`src/rtl/irq_pin_pkg.sv`:
```
// Shared result encoding for the per-pin interrupt request engine.
package irq_pin_pkg;
    typedef enum logic [1:0] {
        RES_OK        = 2'd0,
        RES_COALESCED = 2'd1,
        RES_MASKED    = 2'd2
    } res_e;
endpackage

```
`src/rtl/irq_pin_slot.sv`:
```
// One pin's request state: request bit, delivered and remote-acknowledge
// flags, pending-service bit and storm counter.
// Assumes the arbiter grants at most one pin per cycle and that the grant
// is based on svc as it stood before this cycle's events.
module irq_pin_slot
    import irq_pin_pkg::*;
#(
    parameter int IDX       = 0,
    parameter int PIN_W     = 2,
    parameter int VEC_W     = 8,
    parameter int STORM_MAX = 10000
) (
    input  logic             clk,
    input  logic             rst_n,
    input  logic             cfg_level,
    input  logic             cfg_mask,
    input  logic [VEC_W-1:0] cfg_vector,
    input  logic             line_valid,
    input  logic [PIN_W-1:0] line_pin,
    input  logic             line_level,
    input  logic             touch_valid,
    input  logic [PIN_W-1:0] touch_pin,
    input  logic             eoi_valid,
    input  logic [VEC_W-1:0] eoi_vector,
    input  logic             eoi_level,
    input  logic             eoi_directed,
    input  logic             retry_fire,
    input  logic             grant,
    output logic             irr,
    output logic             delivered,
    output logic             remote,
    output logic             svc,
    output logic             defer,
    output res_e             res
);
    localparam int CNT_W = $clog2(STORM_MAX + 1);
    localparam logic [CNT_W-1:0] CNT_LAST = CNT_W'(STORM_MAX - 1);

    logic             irr_q, del_q, rem_q, svc_q;
    logic             irr_n, del_n, rem_n, svc_n;
    logic [CNT_W-1:0] cnt_q, cnt_n;
    logic             line_hit, touch_hit, eoi_hit;

    assign line_hit  = line_valid && (line_pin == PIN_W'(IDX));
    assign touch_hit = touch_valid && (touch_pin == PIN_W'(IDX));
    assign eoi_hit   = eoi_valid && eoi_level && !eoi_directed && cfg_level
                       && (eoi_vector == cfg_vector);

    // Next state: grant first, then line, rewrite, acknowledge, retry sweep.
    always_comb begin
        irr_n = irr_q; del_n = del_q; rem_n = rem_q; svc_n = svc_q;
        cnt_n = cnt_q; defer = 1'b0; res = RES_OK;
        if (grant) begin
            svc_n = 1'b0;
            if (!cfg_mask) begin
                if (cfg_level) rem_n = 1'b1;
                else           del_n = 1'b1;
            end
        end
        if (line_hit) begin
            if (!line_level) begin
                irr_n = 1'b0;
            end else begin
                if (cfg_level ? rem_n : irr_n) res = RES_COALESCED;
                else if (cfg_mask)             res = RES_MASKED;
                else                           svc_n = 1'b1;
                irr_n = 1'b1;
                if (!cfg_level) del_n = 1'b0;
            end
        end
        if (touch_hit) begin
            rem_n = 1'b0;
            if (cfg_level && irr_n) svc_n = 1'b1;
        end
        if (eoi_hit) begin
            rem_n = 1'b0;
            if (!cfg_mask && irr_n) begin
                if (cnt_q == CNT_LAST) begin
                    cnt_n = '0;
                    defer = 1'b1;
                end else begin
                    cnt_n = cnt_q + 1'b1;
                    svc_n = 1'b1;
                end
            end else begin
                cnt_n = '0;
            end
        end
        if (retry_fire && cfg_level && irr_n && !rem_n) svc_n = 1'b1;
    end

    // State registers with synchronous reset.
    always_ff @(posedge clk) begin
        if (!rst_n) begin
            irr_q <= 1'b0; del_q <= 1'b0; rem_q <= 1'b0; svc_q <= 1'b0;
            cnt_q <= '0;
        end else begin
            irr_q <= irr_n; del_q <= del_n; rem_q <= rem_n; svc_q <= svc_n;
            cnt_q <= cnt_n;
        end
    end

    assign irr       = irr_q;
    assign delivered = del_q;
    assign remote    = rem_q;
    assign svc       = svc_q;


    line_low_clears_chk: assert property (@(posedge clk) disable iff (!rst_n)
        (line_hit && !line_level) |=> !irr_q);

    remote_from_grant_chk: assert property (@(posedge clk) disable iff (!rst_n)
        $rose(rem_q) |-> $past(grant));

    remote_held_chk: assert property (@(posedge clk) disable iff (!rst_n)
        (rem_q && !touch_hit && !(eoi_valid && eoi_level && !eoi_directed
         && eoi_vector == cfg_vector)) |=> rem_q);

    storm_bound_chk: assert property (@(posedge clk) disable iff (!rst_n)
        cnt_q <= CNT_LAST);
endmodule

```
`src/rtl/irq_pin_arbiter.sv`:
```
// Fixed-priority pick of the lowest pending pin.
// Assumes req is a registered vector; output is purely combinational.
module irq_pin_arbiter #(
    parameter int NPINS = 8,
    parameter int PIN_W = 3
) (
    input  logic [NPINS-1:0] req,
    output logic [NPINS-1:0] gnt,
    output logic             any,
    output logic [PIN_W-1:0] idx
);
    // Scan from the top down so the lowest requester wins.
    always_comb begin
        gnt = '0;
        any = 1'b0;
        idx = '0;
        for (int i = NPINS - 1; i >= 0; i--) begin
            if (req[i]) begin
                gnt = '0;
                gnt[i] = 1'b1;
                any = 1'b1;
                idx = PIN_W'(i);
            end
        end
    end
endmodule

```
`src/rtl/irq_retry_timer.sv`:
```
// Down-counter for the deferred storm retry; emits a one-cycle fire pulse
// DELAY edges after the start edge. Assumes DELAY >= 2.
module irq_retry_timer #(
    parameter int DELAY = 1000
) (
    input  logic clk,
    input  logic rst_n,
    input  logic start,
    output logic fire
);
    localparam int CNT_W = $clog2(DELAY + 1);

    logic             busy_q;
    logic [CNT_W-1:0] cnt_q;

    assign fire = busy_q && (cnt_q == '0);

    // Load on start when idle or expiring, otherwise count down.
    always_ff @(posedge clk) begin
        if (!rst_n) begin
            busy_q <= 1'b0;
            cnt_q  <= '0;
        end else if (start && (!busy_q || fire)) begin
            busy_q <= 1'b1;
            cnt_q  <= CNT_W'(DELAY - 1);
        end else if (fire) begin
            busy_q <= 1'b0;
        end else if (busy_q) begin
            cnt_q <= cnt_q - 1'b1;
        end
    end


    fire_single_chk: assert property (@(posedge clk) disable iff (!rst_n)
        fire |=> !fire);
endmodule

```
`src/rtl/irq_pin_engine.sv`:
```
// Per-pin interrupt request and redelivery engine: NPINS slots, a lowest-pin
// arbiter issuing one delivery per cycle and a shared storm retry timer.
// Assumes routing entries are held outside and line_pin/touch_pin < NPINS.
module irq_pin_engine
    import irq_pin_pkg::*;
#(
    parameter int NPINS       = 8,
    parameter int VEC_W       = 8,
    parameter int DEST_W      = 8,
    parameter int STORM_MAX   = 10000,
    parameter int RETRY_DELAY = 1000,
    parameter int PIN_W       = $clog2(NPINS)
) (
    input  logic                    clk,
    input  logic                    rst_n,
    input  logic [NPINS-1:0]        cfg_level,
    input  logic [NPINS-1:0]        cfg_mask,
    input  logic [NPINS-1:0]        cfg_destmode,
    input  logic [NPINS*VEC_W-1:0]  cfg_vector,
    input  logic [NPINS*DEST_W-1:0] cfg_dest,
    input  logic                    touch_valid,
    input  logic [PIN_W-1:0]        touch_pin,
    input  logic                    line_valid,
    input  logic [PIN_W-1:0]        line_pin,
    input  logic                    line_level,
    input  logic                    eoi_valid,
    input  logic [VEC_W-1:0]        eoi_vector,
    input  logic                    eoi_level,
    input  logic                    eoi_directed,
    output logic                    res_valid,
    output logic [1:0]              res_code,
    output logic                    deliv_valid,
    output logic [PIN_W-1:0]        deliv_pin,
    output logic [VEC_W-1:0]        deliv_vector,
    output logic [DEST_W-1:0]       deliv_dest,
    output logic                    deliv_destmode,
    output logic                    deliv_level,
    output logic [NPINS-1:0]        pend_irr,
    output logic [NPINS-1:0]        remote_irr
);
    logic [NPINS-1:0] irr, delivered, svc, defer, gnt;
    logic             any, fire;
    logic [PIN_W-1:0] sel;
    res_e             pin_res [NPINS];
    logic             res_valid_q;
    logic [1:0]       res_code_q;

    for (genvar i = 0; i < NPINS; i++) begin : g_slot
        irq_pin_slot #(
            .IDX(i), .PIN_W(PIN_W), .VEC_W(VEC_W), .STORM_MAX(STORM_MAX)
        ) u_slot (
            .clk(clk), .rst_n(rst_n),
            .cfg_level(cfg_level[i]), .cfg_mask(cfg_mask[i]),
            .cfg_vector(cfg_vector[i*VEC_W +: VEC_W]),
            .line_valid(line_valid), .line_pin(line_pin), .line_level(line_level),
            .touch_valid(touch_valid), .touch_pin(touch_pin),
            .eoi_valid(eoi_valid), .eoi_vector(eoi_vector),
            .eoi_level(eoi_level), .eoi_directed(eoi_directed),
            .retry_fire(fire), .grant(gnt[i]),
            .irr(irr[i]), .delivered(delivered[i]), .remote(remote_irr[i]),
            .svc(svc[i]), .defer(defer[i]), .res(pin_res[i])
        );
    end

    irq_pin_arbiter #(.NPINS(NPINS), .PIN_W(PIN_W)) u_arb (
        .req(svc), .gnt(gnt), .any(any), .idx(sel)
    );

    irq_retry_timer #(.DELAY(RETRY_DELAY)) u_timer (
        .clk(clk), .rst_n(rst_n), .start(|defer), .fire(fire)
    );

    // Register the line-change result for the following cycle.
    always_ff @(posedge clk) begin
        if (!rst_n) begin
            res_valid_q <= 1'b0;
            res_code_q  <= 2'd0;
        end else begin
            res_valid_q <= line_valid;
            res_code_q  <= line_valid ? pin_res[line_pin] : 2'd0;
        end
    end

    assign res_valid      = res_valid_q;
    assign res_code       = res_code_q;
    assign deliv_valid    = any && !cfg_mask[sel];
    assign deliv_pin      = sel;
    assign deliv_vector   = cfg_vector[sel*VEC_W +: VEC_W];
    assign deliv_dest     = cfg_dest[sel*DEST_W +: DEST_W];
    assign deliv_destmode = cfg_destmode[sel];
    assign deliv_level    = cfg_level[sel];
    assign pend_irr       = irr & ~delivered;


    no_masked_result_on_low_chk: assert property (@(posedge clk) disable iff (!rst_n)
        (line_valid && !line_level) |=> (res_valid && res_code == 2'd0));
endmodule

```
`config.mk`:
```
export PLATFORM = sky130hd
export DESIGN_NAME = irq_pin_engine
export DESIGN_NICKNAME = d
export VERILOG_FILES = /design/src/rtl/irq_pin_pkg.sv /design/src/rtl/irq_pin_slot.sv /design/src/rtl/irq_pin_arbiter.sv /design/src/rtl/irq_retry_timer.sv /design/src/rtl/irq_pin_engine.sv
export SDC_FILE = /design/constraint.sdc
export NUM_CORES = 1
export LEC_CHECK = 0
export ABC_AREA = 1
export BUFFER_PORTS_ARGS = -buffer_cell sky130_fd_sc_hd__buf_2
export CORE_ASPECT_RATIO = 0.75
export CORE_MARGIN = 1
export CORE_UTILIZATION = 30
export DETAILED_ROUTE_END_ITERATION = 16
export PLACE_DENSITY = 0.5
export SETUP_SLACK_MARGIN = 0.3
export SYNTH_ARGS = -nofsm -noshare
export SYNTH_HDL_FRONTEND = slang
export SYNTH_SLANG_ARGS = --single-unit
```
`constraint.sdc`:
```
create_clock -name clk -period 4.7 [get_ports clk]
set_input_delay 0.47 -clock clk [delete_from_list [all_inputs] [get_ports clk]]
set_output_delay 0.47 -clock clk [all_outputs]
set_load 0.02 [all_outputs]
```
## Yosys cells after proc, flatten, opt, wreduce, memory -nomap -nowiden

Index checks and enable logic that the tools add are counted.

| storage, ports and cells | value |
|---|---|
| input bits | 174 |
| word-level logic and storage cells | 504 |
| register bits | 158 |

| cells by class | value |
|---|---|
| equal/unequal tests | 31 |
| add/sub/neg operators | 9 |
| shifts and indexed selects | 2 |
| bitwise operators | 5 |
| reduce and logical (&&, ||, !) cells | 107 |
| muxes and demuxes | 303 |
| order comparisons | 2 |

Operator list:

| operator | number |
|---|---|
| $mux 1 | 230 |
| $mux 14 | 16 |
| $shiftx 64x7->8 | 2 |
| $add 14x1->14 const B | 8 |
| $eq 14x14->1 const B | 8 |
| $logic_and 1x1->1 | 77 |
| $mux 2 | 34 |
| $eq 8x8->1 | 8 |
| $mux 8 | 8 |
| $mux 10 | 3 |
| $eq 3x3->1 const B | 8 |
| $mux 3 | 8 |
| $logic_not 1->1 | 19 |
| $eq 3x2->1 const B | 4 |
| $logic_not 10->1 | 1 |
| $sub 10x1->10 const B | 1 |
| $bmux 1 s3 | 3 |
| $and 8x8->8 | 1 |
| $not 8->8 | 1 |
| $reduce_or 8->1 | 1 |
| $bmux 2 s3 | 1 |
| $eq 3x1->1 const B | 2 |
| $logic_not 3->1 | 2 |
| $reduce_and 2->1 | 3 |
| 8 further kinds | 10 |

## Logic depth before layout (Yosys ltp)

Gate-level depths: netlist of run 1.

| logic depth | value |
|---|---|
| depth in word-level cells | 19 |
| depth in mapped cells | 14 |
| mapped depth without buffers | 14 |

## Modules after synthesis

Synthesis of run 1 repeated with hierarchy kept, for this count alone.

| second synthesis, totals | value |
|---|---|
| cell total of the unflattened synthesis | 2360 |
| area total of the unflattened synthesis | 13977.2 um^2 |

Modules (own cells, without submodules):

| module | cells each | seq. area each (um^2) | instances | area an instance (um^2) |
|---|---|---|---|---|
| irq_pin_slot at g_slot[1].u_slot ... | 214 | 360.3 | 3 | 1306.3 |
| irq_pin_slot at g_slot[5].u_slot ... | 230 | 360.3 | 2 | 1461.4 |
| irq_pin_engine | 431 | 60.1 | 1 | 1984.4 |
| irq_pin_slot at g_slot[3].u_slot | 230 | 360.3 | 1 | 1490.2 |
| irq_pin_slot at g_slot[7].u_slot | 227 | 360.3 | 1 | 1406.3 |
| irq_pin_slot at g_slot[0].u_slot | 228 | 360.3 | 1 | 1386.3 |
| irq_retry_timer | 107 | 220.2 | 1 | 693.2 |
| irq_pin_arbiter | 35 | 0.0 | 1 | 175.2 |

## Worst setup path before layout of run 1

OpenSTA, ideal clock, no wires.

| path | value |
|---|---|
| kind | reg2out |
| start point | register g_slot[5].u_slot.svc_q |
| end point | output deliv_valid |
| cell stages (with the launch flop) | 9 |
| buffers on the path | 1 |
| required time | 4230 ps |
| path slack | 2527 ps |
| arrival | 1703 ps |
| cells stage by stage | dfxtp_1 > nor2_2 > o21ai_0 > a21oi_1 > clkbuf_1 > o21ai_0 > a21oi_1 > o21ai_0 > nand2_1 |

| on the way | value |
|---|---|
| longest elaborated chain between the ends | 10 |

Ends and longest elaborated chain:

| item | RTL line | source |
|---|---|---|
| start, declared | irq_pin_slot.sv:39 | `logic irr_q, del_q, rem_q, svc_q;` |
| start signal, assigned | irq_pin_slot.sv:98 | `irr_q <= irr_n; del_q <= del_n; rem_q <= rem_n; svc_q <= svc_n;` |
| $mux 3 (6 in series) | irq_pin_arbiter.sv:18 | `if (req[i]) begin` |
| via deliv_pin[1] | irq_pin_engine.sv:33 | `output logic [PIN_W-1:0] deliv_pin,` |
| $bmux 1 s3 | irq_pin_engine.sv:86 | `assign deliv_valid = any && !cfg_mask[sel];` |
| $mux 1 (not written as such) | irq_pin_engine.sv:86 |  |
| $logic_not 1->1 | irq_pin_engine.sv:86 |  |
| $logic_and 1x1->1 | irq_pin_engine.sv:86 |  |
| end, declared | irq_pin_engine.sv:32 | `output logic deliv_valid,` |

The timed path passes the listed nets, and every way through them passes these cells. The select of a mux whose other input is x is not followed.

## Worst setup path in the final report of run 1

| path | value |
|---|---|
| start point | register g_slot[7].u_slot.svc_q |
| end point | output deliv_dest[2] |

| on the way | value |
|---|---|
| longest elaborated chain between the ends | 9 |

Ends and longest elaborated chain:

| item | RTL line | source |
|---|---|---|
| start, declared | irq_pin_slot.sv:39 |  |
| start signal, assigned | irq_pin_slot.sv:98 |  |
| $mux 3 (8 in series) | irq_pin_arbiter.sv:18 |  |
| $shiftx 64x7->8 | irq_pin_engine.sv:89 | `assign deliv_dest = cfg_dest[sel*DEST_W +: DEST_W];` |
| end, declared | irq_pin_engine.sv:35 | `output logic [DEST_W-1:0] deliv_dest,` |

Every way passes these cells.

==> results of run 1 <==
final cells by class:
| cell class | count | area (um^2) |
|---|---|---|
| Antenna cell | 3 | 7.507 |
| Clock buffer | 23 | 498.0 |
| Clock inverter | 8 | 103.9 |
| Fill cell | 4354 | 24780 |
| Inverter | 274 | 1028 |
| Multi-Input combinational cell | 1552 | 7268 |
| Sequential cell | 158 | 3163 |
| Tap cell | 512 | 640.6 |
| Timing Repair Buffer | 223 | 1139 |
tightest hold or removal path: stages:
cell,delay [ps]
buf_2,150
nand2_1,60
inv_1,50
Yosys cell counts, types with 10 or more instances:
master	instances
inv_2	12
clkbuf_1	34
a31oi_1	15
nand4_1	32
dfxtp_1	158
o21ai_1	40
o211ai_1	10
nand2_1	552
o21ai_0	139
inv_1	261
nor2_1	251
xor2_1	11
nor3_1	33
nand3_1	161
a211oi_1	14
buf_4	20
xnor2_1	10
a21oi_1	189
nand3b_1	13
buf_2	10
and2_1	11
per-layer routing:
| layer | wire [um] | part of all wire (%) | track usage [%] |
|---|---|---|---|
| met1 | 22890 | 50 | 33.18 |
| met2 | 19220 | 42 | 33.31 |
| met3 | 3177 | 6.9 | 4.954 |
| met4 | 862 | 1.9 | 6.442 |
| met5 | 49 | 0.11 | 0 |
cells in the final DEF, fill, tap and decap left out, types with 10 or more instances in the layout:
| cell type | count |
|---|---|
| and2_1 | 11 |
| nand4_1 | 32 |
| xor2_1 | 11 |
| nand3_1 | 161 |
| o21ai_1 | 40 |
| inv_1 | 260 |
| dfxtp_1 | 158 |
| o211ai_1 | 10 |
| xnor2_1 | 10 |
| o21ai_0 | 139 |
| buf_2 | 214 |
| a211oi_1 | 14 |
| nand3b_1 | 13 |
| nor3_1 | 33 |
| nor2_1 | 251 |
| a31oi_1 | 15 |
| inv_2 | 13 |
| a21oi_1 | 187 |
| clkbuf_16 | 17 |
| nand2_1 | 552 |
registers in the layout, summed over array words and instances (netlist names):
signal                   count
res_valid                    1
g_slot.u_slot.irr            8
g_slot.u_slot.delivered      8
g_slot.u_slot.cnt_q        112
res_code                     2
g_slot.u_slot.remote         8
u_timer.cnt_q               10
u_timer.busy_q               1
g_slot.u_slot.svc            8
metrics by stage:
step,instances,worst slack [ps]
6_report,2753,887.6
4_1_cts,2750,928.2
2_1_floorplan,2058,2527
3_5_place_dp,2719,1410
3_3_place_gp,2719,1453
5_1_grt,2752,601.9
power breakdown:
group          total [mW]  switching, mW  internal, mW  leakage [nW]
combinational       0.573          0.393         0.180          4.47
sequential           1.35        0.00258          1.34          1.27
clock                1.44          0.589         0.852         0.296
total                3.36          0.985          2.38          6.04
kinds of logic (layout without fill, tap and decap cells):
logic type / Yosys count / after routing / synth area share, %
adder cells (fa/ha/maj): 9 / 9 / 0.9499
AO/OA/AOI/OAI: 441 / 441 / 20.21
other: 0 / 3 / 0
AND/OR/NAND/NOR: 1081 / 1081 / 38.53
XOR/XNOR: 21 / 21 / 1.551
buffers and inverters: 348 / 528 / 12.07
flip-flops: 158 / 158 / 26.68
path summary, 6_finish.rpt:
| path | start | endpoint | cells past startpoint |
|---|---|---|---|
| max | g_slot[7].u_slot.svc$_SDFF_PN0_ | deliv_dest[2] | 14 |
| min | line_valid | res_valid$_SDFF_PN0_ | 3 |
| max reg2reg | g_slot[2].u_slot.cnt_q[0]$_SDFFE_PN0P_ | u_timer.cnt_q[4]$_SDFFE_PP0P_ | 12 |
| min reg2reg | g_slot[3].u_slot.cnt_q[7]$_SDFFE_PN0P_ | g_slot[3].u_slot.cnt_q[7]$_SDFFE_PN0P_ | 2 |
==> flow_metrics.py, run 1 <==
metrics = {
    "worst_setup_path": {
        "critical_path_buf_inv_count": 4,
        "rrSetupSlack_ps": 2510,
        "worstSetupPathType": "reg2out",
        "path_delay_family": "simple AND/OR/NAND/NOR gates",
        "slowest_delay_ps": 830,
        "cp_max_fo": 122,
        "end_kind": "primary output",
        "slowest_stage": "nand2_4",
        "crit_top_cell": "nor2_1",
        "crit_chain": "inv_1, nor2_1, nor2_1, nor2_1, o21ai_4, buf_4, nand2_4, buf_4, a21oi_1, o21ai_1, o21ai_1, nand2_1, nand2_1, buf_2",
        "start_kind": "flop",
        "cp.arrival_ps": 3340,
        "critPathRequiredTime_ps": 4230,
    },
    "synthesis": {
        "synth-seq-area-share_pct": 26.68,
        "synthesis.nets": 2241,
        "synth_area_leader_cell": "dfxtp_1",
        "syn_area_um2": 11860,
        "synth_edf_count": 0,
        "ys_warn_count": 0,
        "synth_top_area_share_pct": 26.68,
        "yosysUniqueCellTypes": 51,
        "synth_cells": 2058,
        "synth_flop_cell": "dfxtp_1",
        "syn_avg_cell_area_um2": 5.761,
        "synth-seq-cells": 158,
        "async_flop_share_pct": 0,
        "synth_area_leaders": "dfxtp_1 (27%), nand2_1 (17%), inv_1 (8.3%), a21oi_1 (8.0%), nor2_1 (7.9%)",
    },
    "status": {
        "status": "completed",
    },
    "floorplan": {
        "rows": 62,
        "die_y_um": 174.2,
        "start_util_pct": 30.69,
        "io_pins": 215,
        "die-area_um2": 40320,
        "core_area_um2": 38630,
        "fp.dieW_um": 231.5,
    },
    "sta": {
        "max_freq_mhz": 262.3,
        "finalClockSkew_ps": 11.75,
        "min_period_over_period_pct": 81.11,
        "hold_slack_ps": 345.9,
        "rsz0062_at_grt": "no",
        "final_hold_viol_count": 0,
        "slew_viol_final": 0,
        "max_slew_margin_pct": 23.82,
        "setup-violations-final": 0,
        "period_minus_slack_ps": 3812,
        "fin_tns_setup_ps": 0,
        "worst_slew_pin_slew_ps": 1143,
    },
    "clocking": {
        "post_cts_buffers": 0,
        "clk_pin_slew_worst_paths_ps": 70,
        "post_cts_resized": 0,
        "cts.sinks": 158,
        "cts_max_path_buffers": 2,
        "ctsHoldBuffers": 0,
        "cts_root_buf": "clkbuf_16",
        "cts_buffers": 17,
        "clk_latency_ps": 450,
        "cts_tree": "done",
        "htree_levels": 4,
    },
    "job": {
        "drv_cap": 0,
    },
    "global_route": {
        "grt_max_degree": 123,
        "grt_pass1_wl_mm": 71.25,
        "gr-total-overflow": 0,
        "grt_pass1_vias": 12657,
        "track_usage_pct": 22.81,
        "antenna_found_initial": 6,
    },
    "cells_and_area": {
        "final_core_util_pct": 35.85,
        "final_area_um2": 13850,
        "nets": 2409,
        "area_growth_pct": 16.81,
        "layout-drive-gt1-share_pct": 13.18,
    },
    "detailed_routing": {
        "firstDrtPassIters": 5,
        "ant_nets": 0,
        "dr_total_vias": 13841,
        "via_per_inst": 5.028,
        "wl_per_cell_um": 16.78,
        "remaining_drc_errors": 0,
        "first_iter_violations": 1261,
        "wirelength_mm": 46.20,
    },
    "power": {
        "p_leak_nw": 6.035,
        "power.density_nw_per_um2": 242.6,
        "irDropWorstVdd_uv": 259.9,
        "total_power_mw": 3.360,
    },
    "worst_hold_path": {
        "hold_path_class": "in2reg",
    },
    "placement": {
        "place_area_um2": 13240,
        "place.gp.congestion": 0.9710,
        "io_buffers": 214,
        "hpwl_mm": 36.60,
    },
}
(Power assumes the default switching activity.)
==> run 2: changes to the inputs <==
Clock period 4.7 ns to 3.95 ns, I/O delays scaled along.
==> run 2 against run 1 <==
  * Via count fell by 0.46%
  * Sequential share of layout area rose by 0.064 points
  * First-iteration DRC count fell by 17%
  * Clock power rose by 8%
  * Hold slack got worse by 94 ps
  * Setup slack got worse by 370 ps
  * Die area did not move
  * Sequential power rose by 19%
  * Combinational power rose by 19%
  * Routed wire length fell by 1.7%
  * Critical path depth fell by 1
  * Global-route usage fell by 0.56 points
  * Largest power group is now sequential cells
  * Highest routed layer unchanged
==> flow_metrics.py, run 2 (synthesis results as in run 1) <==
metrics = {
    "worst_setup_path": {
        "cp_max_fo": 136,
        "worstSetupPathType": "reg2out",
        "crit_path_end": "deliv_vector[5]",
        "slowest_delay_ps": 360,
        "start_kind": "flop",
        "worstReg2RegStart": "g_slot[2].u_slot.cnt_q[0]$_SDFFE_PN0P_",
        "slowest_stage": "dfxtp_1",
        "cp.arrival_ps": 3040,
        "startpoint": "g_slot[7].u_slot.svc$_SDFF_PN0_",
        "end_kind": "primary output",
        "critPathRequiredTime_ps": 3560,
        "timing.rr.end": "u_timer.cnt_q[4]$_SDFFE_PP0P_",
        "crit_chain": "inv_1, nor2_1, nor2_1, nor2_1, o21ai_4, buf_4, nand2_4, buf_12, a21oi_1, o21ai_0, nand3_1, and2_1, buf_2",
        "rrSetupSlack_ps": 1760,
        "reg2regPathDepth": 12,
        "crit_top_cell": "nor2_1",
    },
    "sta": {
        "fin_tns_setup_ps": 0,
        "setup-violations-final": 0,
        "slew_viol_final": 0,
        "min_period_over_period_pct": 86.91,
        "final_hold_viol_count": 0,
        "worst_slew_pin_slew_ps": 1046,
        "max_slew_margin_pct": 30.27,
        "period_minus_slack_ps": 3433,
        "rsz0062_at_grt": "no",
        "finalClockSkew_ps": 9.927,
        "max_freq_mhz": 291.3,
    },
    "cells_and_area": {
        "layout_common_cells": "nand2_1 (552), inv_1 (260), nor2_1 (251), buf_2 (214), a21oi_1 (187)",
        "layout_commonest_cell": "nand2_1",
        "nets": 2408,
        "nFillCells": 4371,
        "reg_top3": "g_slot.u_slot.cnt_q x112, u_timer.cnt_q x10",
        "largest_register_ff_count": 112,
        "area_growth_pct": 16.49,
        "final_area_um2": 13810,
        "top_register": "g_slot.u_slot.cnt_q",
        "layout-drive-gt1-share_pct": 13.23,
        "final_core_util_pct": 35.75,
        "fin_cells": 2754,
    },
    "floorplan": {
        "start_util_pct": 30.69,
        "fp.dieW_um": 231.5,
        "io_pins": 215,
        "rows": 62,
        "core_area_um2": 38630,
        "die-area_um2": 40320,
        "die_y_um": 174.2,
    },
    "clocking": {
        "cts_tree": "done",
        "clk_latency_ps": 450,
        "cts.sinks": 158,
        "post_cts_resized": 0,
        "clk_pin_slew_worst_paths_ps": 70,
        "post_cts_buffers": 0,
        "cts_max_path_buffers": 2,
        "cts_buffers": 17,
        "cts_root_buf": "clkbuf_16",
        "ctsHoldBuffers": 0,
        "htree_levels": 4,
    },
    "power": {
        "irDropWorstVdd_uv": 331.8,
        "p_sw_share_pct": 31.08,
        "switchingPower_mw": 1.194,
        "p_comb_share_pct": 17.7,
        "p_leak_nw": 5.992,
        "power.internal_mw": 2.649,
        "power.density_nw_per_um2": 278.3,
        "clkPwrFrac_pct": 40.6,
        "p_seq_share_pct": 41.7,
        "total_power_mw": 3.843,
    },
    "global_route": {
        "grt_max_degree": 137,
        "grt_pass1_vias": 12259,
        "antenna_found_initial": 6,
        "grt_pass1_wl_mm": 69.72,
        "track_usage_pct": 22.25,
        "gr-total-overflow": 0,
    },
    "detailed_routing": {
        "dr_total_vias": 13778,
        "wl_per_cell_um": 16.49,
        "firstDrtPassIters": 6,
        "remaining_drc_errors": 0,
        "ant_nets": 0,
        "first_iter_violations": 1047,
        "via_per_inst": 5.003,
        "wirelength_mm": 45.40,
    },
    "worst_hold_path": {
        "hold_path.startpoint": "line_valid",
        "hold_path_class": "in2reg",
    },
    "placement": {
        "place_area_um2": 13260,
        "io_buffers": 214,
        "hpwl_mm": 35.78,
        "place.gp.congestion": 0.9741,
        "dp_cells": 2718,
    },
    "job": {
        "drv_cap": 0,
    },
    "status": {
        "status": "completed",
    },
}
## run 2: worst max-delay path: cells and delay by family (launching register included)
| family | cells | cell delay, ps |
|---|---|---|
| AOI/OAI and AO/OA | 3 | 330 |
| buffers and inverters | 4 | 820 |
| DFF | 1 | 360 |
| and+or+nand+nor | 6 | 920 |
## run 2: per-stage QoR
step,hold slack (ps),setup WS [ps]
2_1_floorplan,440.3,1852
3_3_place_gp,452.2,1078
3_5_place_dp,453.2,1086
4_1_cts,228.8,589.6
5_1_grt,261.2,345.1
6_report,251.9,517.2
## run 2: cell type report
class	instances	area (um^2)	area share, %
Multi-Input combinational cell	1552	7268	52.63
Sequential cell	158	3163	22.90
Timing Repair Buffer	222	1156	8.372
Inverter	274	1028	7.448
Tap cell	512	640.6	4.639
Clock buffer	19	452.9	3.280
Clock inverter	13	90.09	0.6524
Antenna cell	4	10.01	0.07248
## run 2: worst min path at each step
stage | cells after the start | endpoint
after global routing | 3 | res_valid$_SDFF_PN0_
after detailed placement | 2 | g_slot[3].u_slot.cnt_q[12]$_SDFFE_PN0P_
after floorplan | 2 | u_timer.cnt_q[0]$_SDFFE_PN0P_
after CTS | 3 | res_valid$_SDFF_PN0_
final | 3 | res_valid$_SDFF_PN0_
after global placement | 2 | g_slot[4].u_slot.cnt_q[3]$_SDFFE_PN0P_
## run 2: power by group through the flow
stage	registers, mW	logic [mW]	clock network (mW)
after CTS	1.60	0.667	1.62
after global placement	1.64	0.671	0
after floorplan	1.64	0.383	0
after global routing	1.60	0.741	1.68
after detailed placement	1.64	0.664	0
final	1.60	0.681	1.56
## run 2: per-layer routing
layer  up-vias  global-route usage (%)  wire length (um)
met4         4                   5.921               852
met1      6282                   34.14             23300
li1       7034                       -                 -
met3        46                   3.986              3030
met5         -                       0                25
met2       412                   31.10             18200
